<file path="config.mk">
export PLATFORM = sky130hd
export DESIGN_NAME = updn_split_seq
export DESIGN_NICKNAME = d
export VERILOG_FILES = /design/src/rtl/updn_split_seq.sv
export SDC_FILE = /design/constraint.sdc
export NUM_CORES = 1
export LEC_CHECK = 0
export BUFFER_PORTS_ARGS = -buffer_cell sky130_fd_sc_hd__buf_2
export CORE_UTILIZATION = 25
export DETAILED_ROUTE_END_ITERATION = 8
export HOLD_SLACK_MARGIN = 0.06
export MAX_ROUTING_LAYER = met4
export PLACE_DENSITY = 0.49
export REMOVE_ABC_BUFFERS = 1
export SLEW_MARGIN = 40
export SYNTH_ARGS = -nofsm -noshare
export SYNTH_HDL_FRONTEND = slang
export SYNTH_SLANG_ARGS = --single-unit
</file>
<file path="constraint.sdc">
create_clock -name clk -period 3.09 [get_ports clk]
set_input_delay 0.309 -clock clk [delete_from_list [all_inputs] [get_ports clk]]
set_output_delay 0.309 -clock clk [all_outputs]
set_load 0.02 [all_outputs]
</file>
<file path="src/rtl/updn_split_seq.sv">
module updn_split_seq #(
  parameter int unsigned SW = 2
) (
  input  logic          clk,
  input  logic          rst,
  input  logic          up_i,
  input  logic          dn_i,
  output logic [2:0]    pos_o,
  output logic [SW-1:0] lo_st_o,
  output logic [SW-1:0] hi_st_o
);

  localparam logic [SW-1:0] C0   = SW'(0);
  localparam logic [SW-1:0] C1   = SW'(1);
  localparam logic [SW-1:0] C2   = SW'(2);
  localparam logic [SW-1:0] PARK = SW'(3);

  logic [SW-1:0] lo_q, lo_d, hi_q, hi_d;
  logic up, dn;
  logic lo_wake_up, lo_wake_dn, hi_wake_up, hi_wake_dn;

  assign up = up_i & ~dn_i;
  assign dn = dn_i & ~up_i;

  assign lo_wake_up = up & (hi_q == C2);
  assign lo_wake_dn = dn & (hi_q == C0);
  assign hi_wake_up = up & (lo_q == C2);
  assign hi_wake_dn = dn & (lo_q == C0);

  always_comb begin
    lo_d = lo_q;
    case (lo_q)
      C0:      if (up) lo_d = C1; else if (dn) lo_d = PARK;
      C1:      if (up) lo_d = C2; else if (dn) lo_d = C0;
      C2:      if (up) lo_d = PARK; else if (dn) lo_d = C1;
      default: if (lo_wake_up) lo_d = C0;
               else if (lo_wake_dn) lo_d = C2;
               else lo_d = PARK;
    endcase
  end

  always_comb begin
    hi_d = hi_q;
    case (hi_q)
      C0:      if (up) hi_d = C1; else if (dn) hi_d = PARK;
      C1:      if (up) hi_d = C2; else if (dn) hi_d = C0;
      C2:      if (up) hi_d = PARK; else if (dn) hi_d = C1;
      default: if (hi_wake_up) hi_d = C0;
               else if (hi_wake_dn) hi_d = C2;
               else hi_d = PARK;
    endcase
  end

  always_ff @(posedge clk) begin
    if (rst) begin
      lo_q <= C0;
      hi_q <= PARK;
    end else begin
      lo_q <= lo_d;
      hi_q <= hi_d;
    end
  end

  assign lo_st_o = lo_q;
  assign hi_st_o = hi_q;
  assign pos_o   = (lo_q != PARK) ? 3'(lo_q) : 3'(hi_q) + 3'd3;

  AST_ONE_PARKED: assert property (@(posedge clk) disable iff (rst)
    (lo_q == PARK) != (hi_q == PARK)) else $error("one parked");

  AST_POS_RANGE: assert property (@(posedge clk) disable iff (rst)
    pos_o <= 3'd5) else $error("pos range");

  AST_UP_STEP: assert property (@(posedge clk) disable iff (rst)
    (up_i && !dn_i) |=> pos_o == (($past(pos_o) == 3'd5) ? 3'd0 : $past(pos_o) + 3'd1))
    else $error("up step");

  AST_DN_STEP: assert property (@(posedge clk) disable iff (rst)
    (dn_i && !up_i) |=> pos_o == (($past(pos_o) == 3'd0) ? 3'd5 : $past(pos_o) - 3'd1))
    else $error("down step");

  AST_HOLD: assert property (@(posedge clk) disable iff (rst)
    (up_i == dn_i) |=> ($stable(lo_st_o) && $stable(hi_st_o))) else $error("hold");

  AST_HANDOFF_UP: assert property (@(posedge clk) disable iff (rst)
    (up_i && !dn_i && lo_st_o == C2) |=> (lo_st_o == PARK && hi_st_o == C0))
    else $error("handoff up");

  AST_HANDOFF_DN: assert property (@(posedge clk) disable iff (rst)
    (dn_i && !up_i && hi_st_o == C0) |=> (hi_st_o == PARK && lo_st_o == C2))
    else $error("handoff down");

endmodule

</file>
### Yosys cells after proc, flatten, opt, wreduce, memory -nomap -nowiden

Index checks and enable logic that the tools add are counted.

| word-level totals | value |
|---|---|
| output and inout bits | 7 |
| bits of input ports | 4 |
| word-level logic and storage cells | 39 |
| register bits | 4 |

| operators by class | value |
|---|---|
| $add $sub $neg | 1 |
| equal/unequal tests | 11 |
| bitwise operators | 8 |
| reduce and logical (&&, ||, !) cells | 4 |
| multiplexer cells | 13 |

Operators by type and width:

| kind | number |
|---|---|
| $ne A3 B3 Y1 const B | 6 |
| $mux W2 | 8 |
| $pmux W2 S3 | 2 |
| $and A1 B1 Y1 | 6 |
| $reduce_and A3 Y1 | 2 |
| $eq A2 B1 Y1 const B | 2 |
| $eq A2 B2 Y1 const B | 2 |
| $logic_not A2 Y1 | 2 |
| $add A2 B2 Y3 const B | 1 |
| $mux W3 | 1 |
| $mux W1 | 2 |
| $ne A2 B2 Y1 const B | 1 |
| $not A1 Y1 | 2 |

### Longest topological paths before layout

| depth | value |
|---|---|
| depth after elaboration | 6 |
| mapped depth | 5 |
| depth with buffers taken out | 5 |

### Worst setup path before layout

OpenSTA, ideal clock, no wires.

| timing path | value |
|---|---|
| path type | reg2out |
| from | register hi_q[0] (netlist: hi_st_o[0]) |
| to | output port pos_o[1] |
| buffers on the path | 0 |
| setup slack | 1.384 ns |
| data arrival time | 1.397 ns |
| required time | 2.781 ns |
| cell stages (with the launch flop) | 4 |
| cell sequence | dfxtp_1 inv_1 ha_1 a21boi_0 |

| between the ends | value |
|---|---|
| word-level cells in the longest chain between the ends | 2 |

Ends and longest elaborated chain:

| what | RTL line | source |
|---|---|---|
| start: declaration | 18 | `logic [SW-1:0] lo_q, lo_d, hi_q, hi_d;` |
| start signal: assignment | 60 | `hi_q <= hi_d;` |
| $add A2 B2 Y3 | 66 | `assign pos_o = (lo_q != PARK) ? 3'(lo_q) : 3'(hi_q) + 3'd3;` |
| $mux W3 | 66 |  |
| end: declaration | 8 | `output logic [2:0] pos_o,` |

Every way passes these cells.

### Worst setup path in the final report

Same ends and word-level chain as after synthesis.

==> results <==
- The area after detailed placement is 435 µm².
- The library cell used as clock root buffer is sky130_fd_sc_hd__clkbuf_4.
- The slowest cell on the critical path is sky130_fd_sc_hd__dfxtp_1.
- The initial antenna violation count is 0.
- The kind of end point of the critical path is a primary output.
- The static power due to leakage is 0.224 nW.
- Timing analysis after detailed placement gives a worst setup slack of 1.47 ns.
- The transition time of the tightest slew-check pin is 0.387 ns.
- The total detailed-routing wirelength is 754 µm.
- The H-tree level count is 1.
- The minimum clock period is 1.66 ns.
- The initial utilization of the core area, before any placement, comes to 28.0%.
- The final routed DRC violation total is 0.
- Clock-pin slew was measured on the worst setup and hold paths at 0.03 ns.
- The synthesized instance count is 42.
- For this design, the CTS-stage hold fixing added 0 buffers.
- The number of global-route vias before repair was 301.
- Across all register-to-register paths, the minimum setup slack is 1.49 ns.
- The initial detailed-routing violation count is 4.
- After routing the design area is 458 µm².
- The total global-route track usage is 11.0%.
- The area of the die is 1670 µm².
- Gates resized during post-CTS repair numbered 0.
- The number of core rows is 13.
- The setup fix buffers added after clock tree synthesis is 0.
- Entering global routing, the biggest net connects 13 pins.
- The clock insertion delay at the later pin of the skew report is 0.23 ns.
- The fmax is 0.602 GHz.
- The number of max-cap violations is 0.
- The vias after detailed routing is 340.
- The routed length per instance is 10.9 µm.
- Along the worst path, the maximum fanout reaches 6.
- Counting along the longest clock path gives a buffer depth of 2.
- At the end of the flow, the number of nets in the layout was 67.
- The routed via count divided by cell count is 4.93.
- The setup clock skew after layout is 0.00207 ns.
- From left edge to right edge, the die measures 40.9 µm.
- The number of detailed-routing iterations run before antenna repair is 3.
- Once detail routing completed, the nets flagged for antenna violations numbered 0.
- The area growth from synthesis to layout is 21.2%.
- The synthesized design contains 4 register bits.
- After synthesis, the mean cell area works out to 9.00 µm².
- The critical setup path kind is reg -> out.
- The total of fill cells in the finished design is 162.
- The final setup violation count is 0.
- The register area share after synthesis is 21.2%.
- The I/O pin count is 11.
- In this run the tightest slew margin relative to its limit is 74.1%.
- The run finished with clean final reports.
- The warning count from the yosys run is 0.
- The CTS tree is yes.
- The highest ir drop seen on vdd is 236 µV.
- The weighted congestion reported at the end of routability-driven placement is 0.770.
- Setup slack closes at 1.43 ns.
- The kind of launch point of the worst setup path is a flip-flop.
- The count of buffers added on input and output ports is 10.
- The number of max-slew violations in the final report came to 0.
- Data arrives at the worst endpoint at 1.35 ns.
- The total inserted antenna cells is 0.
- Counting the buffers created by CTS gives 3.
- The share of cells above drive strength 1 is 27.8%.
- The global-route congestion overflow total is 0.
- The final critical-path share of the clock period is 53.8%.
- In this run, distinct cell masters in the synthesized netlist total 25.
- The worst path required time is 2.78 ns.
- The number of cells on the worst reg-to-reg path is 4.
- Traced cell by cell, the critical path runs through inv_1 > ha_1 > a21boi_0 > buf_2.
- For this design, the sink count on the clock tree is 4.
- Counting instances, the worst hold path has a depth of 2.
- The hold slack is 0.305 ns.
- The largest single stage delay on the critical path is 0.42 ns.
- The overall die height is 40.9 µm.
- Setup repair after global routing left no endpoint under its margin.
- The placeable core region is 1350 µm².
- For this design the ratio of total power to cell area is 690 nW/µm².
- The type of the most critical hold path is in -> reg.
- The post-synthesis instance area is 378 µm².
- The global-route wire length before repair is 1.21 mm.
- After routing, the total negative slack on setup checks comes to 0 ns.
- The post-DP HPWL is 612 µm.
- The number of failing hold endpoints at the final stage is 0.
==> worst paths after layout <==
path                                  from         end
worst max-delay path            hi_st_o[0]    pos_o[1]
worst min-delay path                   rst  lo_st_o[0]
worst max register to register  hi_st_o[0]  hi_st_o[1]
worst min register to register  hi_st_o[1]  hi_st_o[1]
==> synthesized netlist by cell type, drive strengths merged <==
cell / instances / area share (%)
a2111oi: 1 / 2.6
a211o: 1 / 2.3
a211oi: 3 / 7.3
a21boi: 1 / 2.0
a21oi: 2 / 2.6
a221o: 1 / 2.6
a22oi: 1 / 2.0
a31oi: 1 / 1.7
buf: 1 / 3.0
dfxtp: 4 / 21
ha: 7 / 23
inv: 5 / 5.0
mux2: 1 / 4.0
nand2: 1 / 0.99
nand2b: 1 / 1.7
nand3: 1 / 1.3
nor2: 2 / 2.0
nor2b: 2 / 3.3
nor3: 1 / 1.3
nor3b: 1 / 2.0
o21ai: 1 / 1.3
o21bai: 1 / 2.0
o31a: 1 / 2.3
or3b: 1 / 2.3
==> layout make-up <==
class	instances	area, µm²	share of cell area (%)
flip-flops and latches	4	80.1	17.5
multi-input cells	32	268	58.5
inverters	5	18.8	4.10
well taps	15	18.8	4.10
repair buffers	10	50.0	10.9
clock buffers	3	22.5	4.92
==> where the power goes <==
group          switching, mW  internal [mW]  leakage (nW)
Combinational         0.0910         0.0740         0.177
Clock                 0.0178         0.0432        0.0138
Sequential            0.0239         0.0662        0.0333
Total                  0.133          0.183         0.224
==> registers in the layout, indices dropped and copies added (netlist names) <==
name / flops
hi_st_o: 2
lo_st_o: 2
==> metal layers <==
metal  share of wire [%]  global-route usage (%)
met3                 4.6                    3.26
met4                   0                       0
met2                  43                    18.4
met1                  53                    13.9
met5                   0                       -
==> cell usage in the layout (no fill, tap or decap), types with 2 or more instances in the layout <==
cell type / instances
sky130_fd_sc_hd__inv_1: 5
sky130_fd_sc_hd__dfxtp_1: 4
sky130_fd_sc_hd__clkbuf_4: 3
sky130_fd_sc_hd__nor2b_1: 2
sky130_fd_sc_hd__a21oi_1: 2
sky130_fd_sc_hd__a211oi_1: 2
sky130_fd_sc_hd__nor2_1: 2
sky130_fd_sc_hd__ha_1: 7
sky130_fd_sc_hd__buf_2: 10
==> critical path: cells and delay by family, from the launching register on <==
kind	cells	cell delay (ns)
flops	1	0.42
fa+ha+maj	1	0.29
buf+inv	2	0.27
compound gates	1	0.15
==> per-stage QoR <==
| stage | utilization (%) | instances | total power, mW |
|---|---|---|---|
| 6_report | 33.9 | 69 | 0.316 |
| 5_1_grt | 33.9 | 69 | 0.350 |
| 4_1_cts | 33.9 | 69 | 0.322 |
| 3_5_place_dp | 32.3 | 66 | 0.258 |
| 3_3_place_gp | 32.3 | 66 | 0.261 |
| 2_1_floorplan | - | 41 | 0.213 |
==> cells by family (layout without fill, tap and decap cells) <==
| group | count (synthesis) | count (layout) | synth area share [%] |
|---|---|---|---|
| buf+inv | 6 | 18 | 7.95 |
| compound gates | 14 | 14 | 28.8 |
| flops | 4 | 4 | 21.2 |
| fa+ha+maj | 7 | 7 | 23.2 |
| simple gates | 10 | 10 | 14.9 |
| mux | 1 | 1 | 3.97 |
Power figures use the tool's default switching activity.
